## config.mk

```make
export PLATFORM = sky130hd
export DESIGN_NAME = gpio_edge_top
export DESIGN_NICKNAME = d
export VERILOG_FILES = /design/src/rtl/gpio_edge_pkg.sv /design/src/rtl/gpio_edge_ctrl.sv /design/src/rtl/gpio_edge_dp.sv /design/src/rtl/gpio_edge_top.sv
export SDC_FILE = /design/constraint.sdc
export NUM_CORES = 1
export LEC_CHECK = 0
export ABC_AREA = 1
export BUFFER_PORTS_ARGS = -buffer_cell sky130_fd_sc_hd__buf_2
export CELL_PAD_IN_SITES_DETAIL_PLACEMENT = 0
export CELL_PAD_IN_SITES_GLOBAL_PLACEMENT = 1
export CORE_ASPECT_RATIO = 1.2
export CORE_MARGIN = 2
export CORE_UTILIZATION = 41
export DETAILED_ROUTE_END_ITERATION = 10
export GPL_TIMING_DRIVEN = 0
export PLACE_DENSITY_LB_ADDON = 0.05
export SYNTH_ARGS = -nofsm -noshare
export SYNTH_HDL_FRONTEND = slang
export SYNTH_SLANG_ARGS = --single-unit
```

## constraint.sdc

```tcl
create_clock -name clk -period 1.8 [get_ports clk]
set_input_delay 0 -clock clk [delete_from_list [all_inputs] [get_ports clk]]
set_output_delay 0 -clock clk [all_outputs]
set_load 0.02 [all_outputs]
```

## src/rtl/gpio_edge_pkg.sv

```systemverilog
package gpio_edge_pkg;
  localparam int LINES  = 32;
  localparam int ADDR_W = 5;
  localparam int SEL_W  = 3;

  localparam logic [SEL_W-1:0] SEL_DIR  = 3'd0;
  localparam logic [SEL_W-1:0] SEL_ODR  = 3'd1;
  localparam logic [SEL_W-1:0] SEL_DAT  = 3'd2;
  localparam logic [SEL_W-1:0] SEL_EVT  = 3'd3;
  localparam logic [SEL_W-1:0] SEL_MASK = 3'd4;
  localparam logic [SEL_W-1:0] SEL_CTL  = 3'd5;
  localparam logic [SEL_W-1:0] SEL_IBE  = 3'd6;
  localparam logic [SEL_W-1:0] SEL_NONE = 3'd7;

  typedef struct packed {
    logic wrDir;
    logic wrOdr;
    logic wrDat;
    logic wrEvt;
    logic wrMask;
    logic wrCtl;
    logic wrIbe;
    logic rdReq;
    logic [SEL_W-1:0] rdSel;
  } gpioStrobe_t;

  function automatic logic [LINES-1:0] lineToReg(input logic [LINES-1:0] v);
    logic [LINES-1:0] r;
    for (int i = 0; i < LINES; i++) r[LINES-1-i] = v[i];
    return r;
  endfunction
endpackage

```

## src/rtl/gpio_edge_ctrl.sv

```systemverilog
module gpio_edge_ctrl
  import gpio_edge_pkg::*;
(
  input  logic              wrEn,
  input  logic              rdEn,
  input  logic [ADDR_W-1:0] addr,
  output gpioStrobe_t       strobe
);
  logic [SEL_W-1:0] slot;

  always_comb begin
    slot = (addr[ADDR_W-1:2] <= 3'd6) ? addr[ADDR_W-1:2] : SEL_NONE;
    strobe        = '0;
    strobe.rdReq  = rdEn;
    strobe.rdSel  = slot;
    strobe.wrDir  = wrEn && (slot == SEL_DIR);
    strobe.wrOdr  = wrEn && (slot == SEL_ODR);
    strobe.wrDat  = wrEn && (slot == SEL_DAT);
    strobe.wrEvt  = wrEn && (slot == SEL_EVT);
    strobe.wrMask = wrEn && (slot == SEL_MASK);
    strobe.wrCtl  = wrEn && (slot == SEL_CTL);
    strobe.wrIbe  = wrEn && (slot == SEL_IBE);
  end
endmodule

```

## src/rtl/gpio_edge_dp.sv

```systemverilog
module gpio_edge_dp
  import gpio_edge_pkg::*;
(
  input  logic             clk,
  input  logic             rst_n,
  input  gpioStrobe_t      strobe,
  input  logic [LINES-1:0] wdata,
  input  logic [LINES-1:0] pinIn,
  output logic [LINES-1:0] rdata,
  output logic [LINES-1:0] pinOut,
  output logic [LINES-1:0] pinOe,
  output logic             irq,
  output logic [LINES-1:0] evtBits,
  output logic [LINES-1:0] maskBits,
  output logic [LINES-1:0] dirBits,
  output logic [LINES-1:0] odrBits
);
  logic [LINES-1:0] dirQ, odrQ, datQ, evtQ, maskQ, ctlQ, ibeQ;
  logic [LINES-1:0] syncA, syncB, prevB;
  logic [LINES-1:0] inReg, prevReg, riseReg, fallReg, hitReg;
  logic [LINES-1:0] clrMask, dataView, rdMux;

  // Two-stage synchroniser plus one history stage, kept in line order.
  always_ff @(posedge clk or negedge rst_n) begin
    if (!rst_n) begin
      syncA <= '0;
      syncB <= '0;
      prevB <= '0;
    end else begin
      syncA <= pinIn;
      syncB <= syncA;
      prevB <= syncB;
    end
  end

  // Reorder to register bit order: line n at bit LINES-1-n.
  for (genvar n = 0; n < LINES; n++) begin : g_order
    assign inReg[LINES-1-n]   = syncB[n];
    assign prevReg[LINES-1-n] = prevB[n];
  end

  assign riseReg = inReg & ~prevReg;
  assign fallReg = ~inReg & prevReg;
  assign hitReg  = fallReg | (riseReg & ~ctlQ);
  assign clrMask = strobe.wrEvt ? wdata : '0;

  always_ff @(posedge clk or negedge rst_n) begin
    if (!rst_n) begin
      dirQ  <= '0;
      odrQ  <= '0;
      datQ  <= '0;
      evtQ  <= '0;
      maskQ <= '0;
      ctlQ  <= '0;
      ibeQ  <= '0;
    end else begin
      if (strobe.wrDir)  dirQ  <= wdata;
      if (strobe.wrOdr)  odrQ  <= wdata;
      if (strobe.wrDat)  datQ  <= wdata;
      if (strobe.wrMask) maskQ <= wdata;
      if (strobe.wrCtl)  ctlQ  <= wdata;
      if (strobe.wrIbe)  ibeQ  <= wdata;
      // A fresh edge overrides a clear in the same cycle.
      evtQ <= (evtQ & ~clrMask) | hitReg;
    end
  end

  assign dataView = (inReg & ibeQ & ~dirQ) | (datQ & dirQ);

  always_comb begin
    case (strobe.rdSel)
      SEL_DIR:  rdMux = dirQ;
      SEL_ODR:  rdMux = odrQ;
      SEL_DAT:  rdMux = dataView;
      SEL_EVT:  rdMux = evtQ;
      SEL_MASK: rdMux = maskQ;
      SEL_CTL:  rdMux = ctlQ;
      SEL_IBE:  rdMux = ibeQ;
      default:  rdMux = '0;
    endcase
  end

  always_ff @(posedge clk or negedge rst_n) begin
    if (!rst_n)            rdata <= '0;
    else if (strobe.rdReq) rdata <= rdMux;
  end

  // Pin drive in line order.
  for (genvar n = 0; n < LINES; n++) begin : g_pin
    localparam int B = LINES - 1 - n;
    assign pinOut[n] = datQ[B];
    assign pinOe[n]  = dirQ[B] & (~odrQ[B] | ~datQ[B]);
  end

  assign irq      = |(evtQ & maskQ);
  assign evtBits  = evtQ;
  assign maskBits = maskQ;
  assign dirBits  = dirQ;
  assign odrBits  = odrQ;
endmodule

```

## src/rtl/gpio_edge_top.sv

```systemverilog
module gpio_edge_top
  import gpio_edge_pkg::*;
(
  input  logic              clk,
  input  logic              rst_n,
  input  logic              wrEn,
  input  logic              rdEn,
  input  logic [ADDR_W-1:0] addr,
  input  logic [LINES-1:0]  wdata,
  output logic [LINES-1:0]  rdata,
  input  logic [LINES-1:0]  pinIn,
  output logic [LINES-1:0]  pinOut,
  output logic [LINES-1:0]  pinOe,
  output logic              irq
);
  gpioStrobe_t      strobe;
  logic [LINES-1:0] evtBits, maskBits, dirBits, odrBits;

  gpio_edge_ctrl ctrl_i (
    .wrEn  (wrEn),
    .rdEn  (rdEn),
    .addr  (addr),
    .strobe(strobe)
  );

  gpio_edge_dp dp_i (
    .clk     (clk),
    .rst_n   (rst_n),
    .strobe  (strobe),
    .wdata   (wdata),
    .pinIn   (pinIn),
    .rdata   (rdata),
    .pinOut  (pinOut),
    .pinOe   (pinOe),
    .irq     (irq),
    .evtBits (evtBits),
    .maskBits(maskBits),
    .dirBits (dirBits),
    .odrBits (odrBits)
  );
endmodule

```

==> impl_results.md <==
* Max Slew Vio Count at 0
* Largest net degree at the start of global routing at 100
* Crit. End Element: output pin
* Mapped Cells at 1712
* Drt wl/cell at 20.9 µm
* CTS sink cnt at 352
* Slew @ Worst Pin at 911 ps
* Share of layout cells above drive strength 1 at 14.2%
* Gr usage total at 27.5%
* Multi-input gate area at 5440 µm²
* Synth Area in Adders at 0%
* Commonest non-fill, non-tap cell in the layout: nand2_1
* Initial Util at 41.3%
* Vias at 13200
* Synth Area in Compound Gates at 11.1%
* Status: complete, but fails checks
* Layout net count at 2061
* Placed cell areas at 16600 µm²
* Die Height at 214 µm
* DRT Pass-1 Iters at 5
* Initial DRC Count at 929
* Clock latency on the worst-skew pair at 540 ps
* Initial antenna violation count at 1
* Synth-to-Final Area Change at 22.6%
* Port Buffer Count at 163
* Worst reg-to-reg path cell count at 7
* Leakage at 0.00911 µW
* Clk buf depth at 3
* Final antenna-violating net count at 0
* Unrepaired setup endpoints after global routing: yes
* Synth area leaders: dfrtp_1, nand2_1, o21ai_0
* XOR/XNOR Fraction of Synth Area at 0%
* Mapped Nets at 1785
* Core area at 36600 µm²
* Yosys top cell by area: dfrtp_1
* Crit path required time at 1800 ps
* Critical-path cell list: nand2_1 > nand2_1 > nor2_2 > nand4_1 > nor2_2 > nand2_2 > buf_6
* Die area at 38400 µm²
* Number of global-route vias before repair at 13000
* Post-Layout Cell Count at 2485
* Mux share of post-synthesis cell area at 0%
* Crit path largest cell delay at 400 ps
* Final setup fails at 1
* Place WS at 39.2 ps
* Antenna diodes at 0
* Warnings from Yosys at 0
* Hold Vio Cnt, Final at 0
* DRC at 0
* Synth cell types at 21
* # IOs at 170
* Slew headroom at 39.3%
* First-pass GRT wire length at 79400 µm
* F_max at 538 MHz
* Final core utilization at 50.6%
* Register bit count reported by yosys at 352
* Final instance area at 18500 µm²
* CTS root buf: clkbuf_16
* Final period util at 103%
* Setup ws final at -58.8 ps
* Hold slack final at 24.1 ps
* Top cell type's share of synthesized area at 58.3%
* Fin crit period at 1860 ps
* CTS Buf Count at 39
* Vias/cell at 5.33
* Crit Path Category: reg2out
* CTS clock-pin slew for the worst setup and hold paths at 60 ps
* # fillers at 3575
* Critical path launch point type: flop
* Total congestion overflow at 0
* WL final at 52000 µm
* Failing checks: negative setup slack
* Largest family of logic cells by synthesized area: simple AND/OR/NAND/NOR gates
* Most frequent cells in the layout: nand2_1, dfrtp_1, buf_2
* P per Cell Area at 1150 nW/µm²
* Clock Skew at 12.5 ps
* Hold path cells at 4
* Slowest CP cell: dfrtp_1
* Worst VDD drop at 0.909 mV
* Die W at 179 µm
* Worst EP arrival at 1860 ps
* Placed cell count at 2352
* Sequential-to-total area share from yosys stat at 58.3%
* # rows at 77
* Hold Crit Class: in2reg
* Routability Congestion at 0.810
* Post-DP HPWL at 34100 µm
* Syn Area/Cell at 8.82 µm²
* Max Cap Violations at 0
* Synth Area in Simple Gates at 24.8%
* Register Area at 8810 µm²
* Synth Cell Area at 15100 µm²
* Crit-path max FO at 2
* Htree depth at 2
* CTS tree: yes
[worst paths after layout]
check / start / endpoint / slack, ps
setup / recovery: dp_i.evtBits[29] / irq / -60
hold reg to reg: dp_i.syncA[15] / dp_i.syncB[15] / 340
setup reg to reg: dp_i.dirBits[21] / dp_i.rdata[21] / 680
max in group asynchronous: rst_n / dp_i.datQ[24] / 430
hold / removal: addr[4] / dp_i.ibeQ[12] / 20
min in group asynchronous: rst_n / dp_i.datQ[9] / 100
[registers in the layout, indices dropped and copies added (netlist names)]
name and flops:
dp_i.ibeQ 32, dp_i.dirBits 32, dp_i.syncB 32, dp_i.prevB 32
dp_i.maskBits 32, dp_i.ctlQ 32, dp_i.rdata 32, dp_i.syncA 32
dp_i.evtBits 32, dp_i.odrBits 32, dp_i.datQ 32
[power breakdown]
| part | switching [µW] | internal, µW | total [µW] | leakage, µW |
|---|---|---|---|---|
| Clock | 3160 | 4570 | 7730 | 0.000596 |
| Sequential | 901 | 8990 | 9890 | 0.00424 |
| Combinational | 2310 | 1270 | 3590 | 0.00428 |
| Total | 6380 | 14800 | 21200 | 0.00911 |
[kinds of logic after synthesis]
kind of cell / after synthesis
buf+inv: 207
compound gates: 320
flops: 352
simple gates: 833
[layer usage]
layer	GRT usage (%)	vias to the layer above	share of wire (%)
li1	-	6282	-
met1	38.2	6470	44
met2	44.6	399	48
met3	4.24	91	5.7
met4	8.23	2	2.7
met5	0	-	0.023
[through the flow]
stage	power, µW	setup TNS [ps]
6_report	21200	-58.8
3_3_place_gp	13400	-2225110
5_1_grt	22200	-138
4_1_cts	21400	-61.7
3_5_place_dp	13500	0
2_1_floorplan	12000	0
[repair_timing]
item                                    CTS  global route
setup buffers                             2             0
hold buffers                             67             0
pin swaps                                 6             1
hold endpoints to repair                354             0
endpoints found under the setup margin    1             1
gates resized for setup                   5             0
[cell usage after synthesis, drive strengths merged]
cell type  count
nand2        493
dfrtp        352
o21ai        224
nand3        133
inv          104
nand4        103
nor2          72
a21oi         64
buf           57
clkbuf        46
nand3b        32
o211ai        32
[worst max-delay path, delay by kind of cell (launching register included)]
kind          cells  cell delay, ps
simple gates      6             760
flops             1             400
buf+inv           1             140
[cell type report]
cell class	count	share of cell area, %
Clock inverter	4	0.243
Tap cell	474	3.20
Timing Repair Buffer	235	8.64
Buffer	103	2.56
Sequential cell	352	47.6
Multi-Input combinational cell	1153	29.4
Inverter	104	2.11
Clock buffer	60	6.30
(Power assumes the default switching activity.)
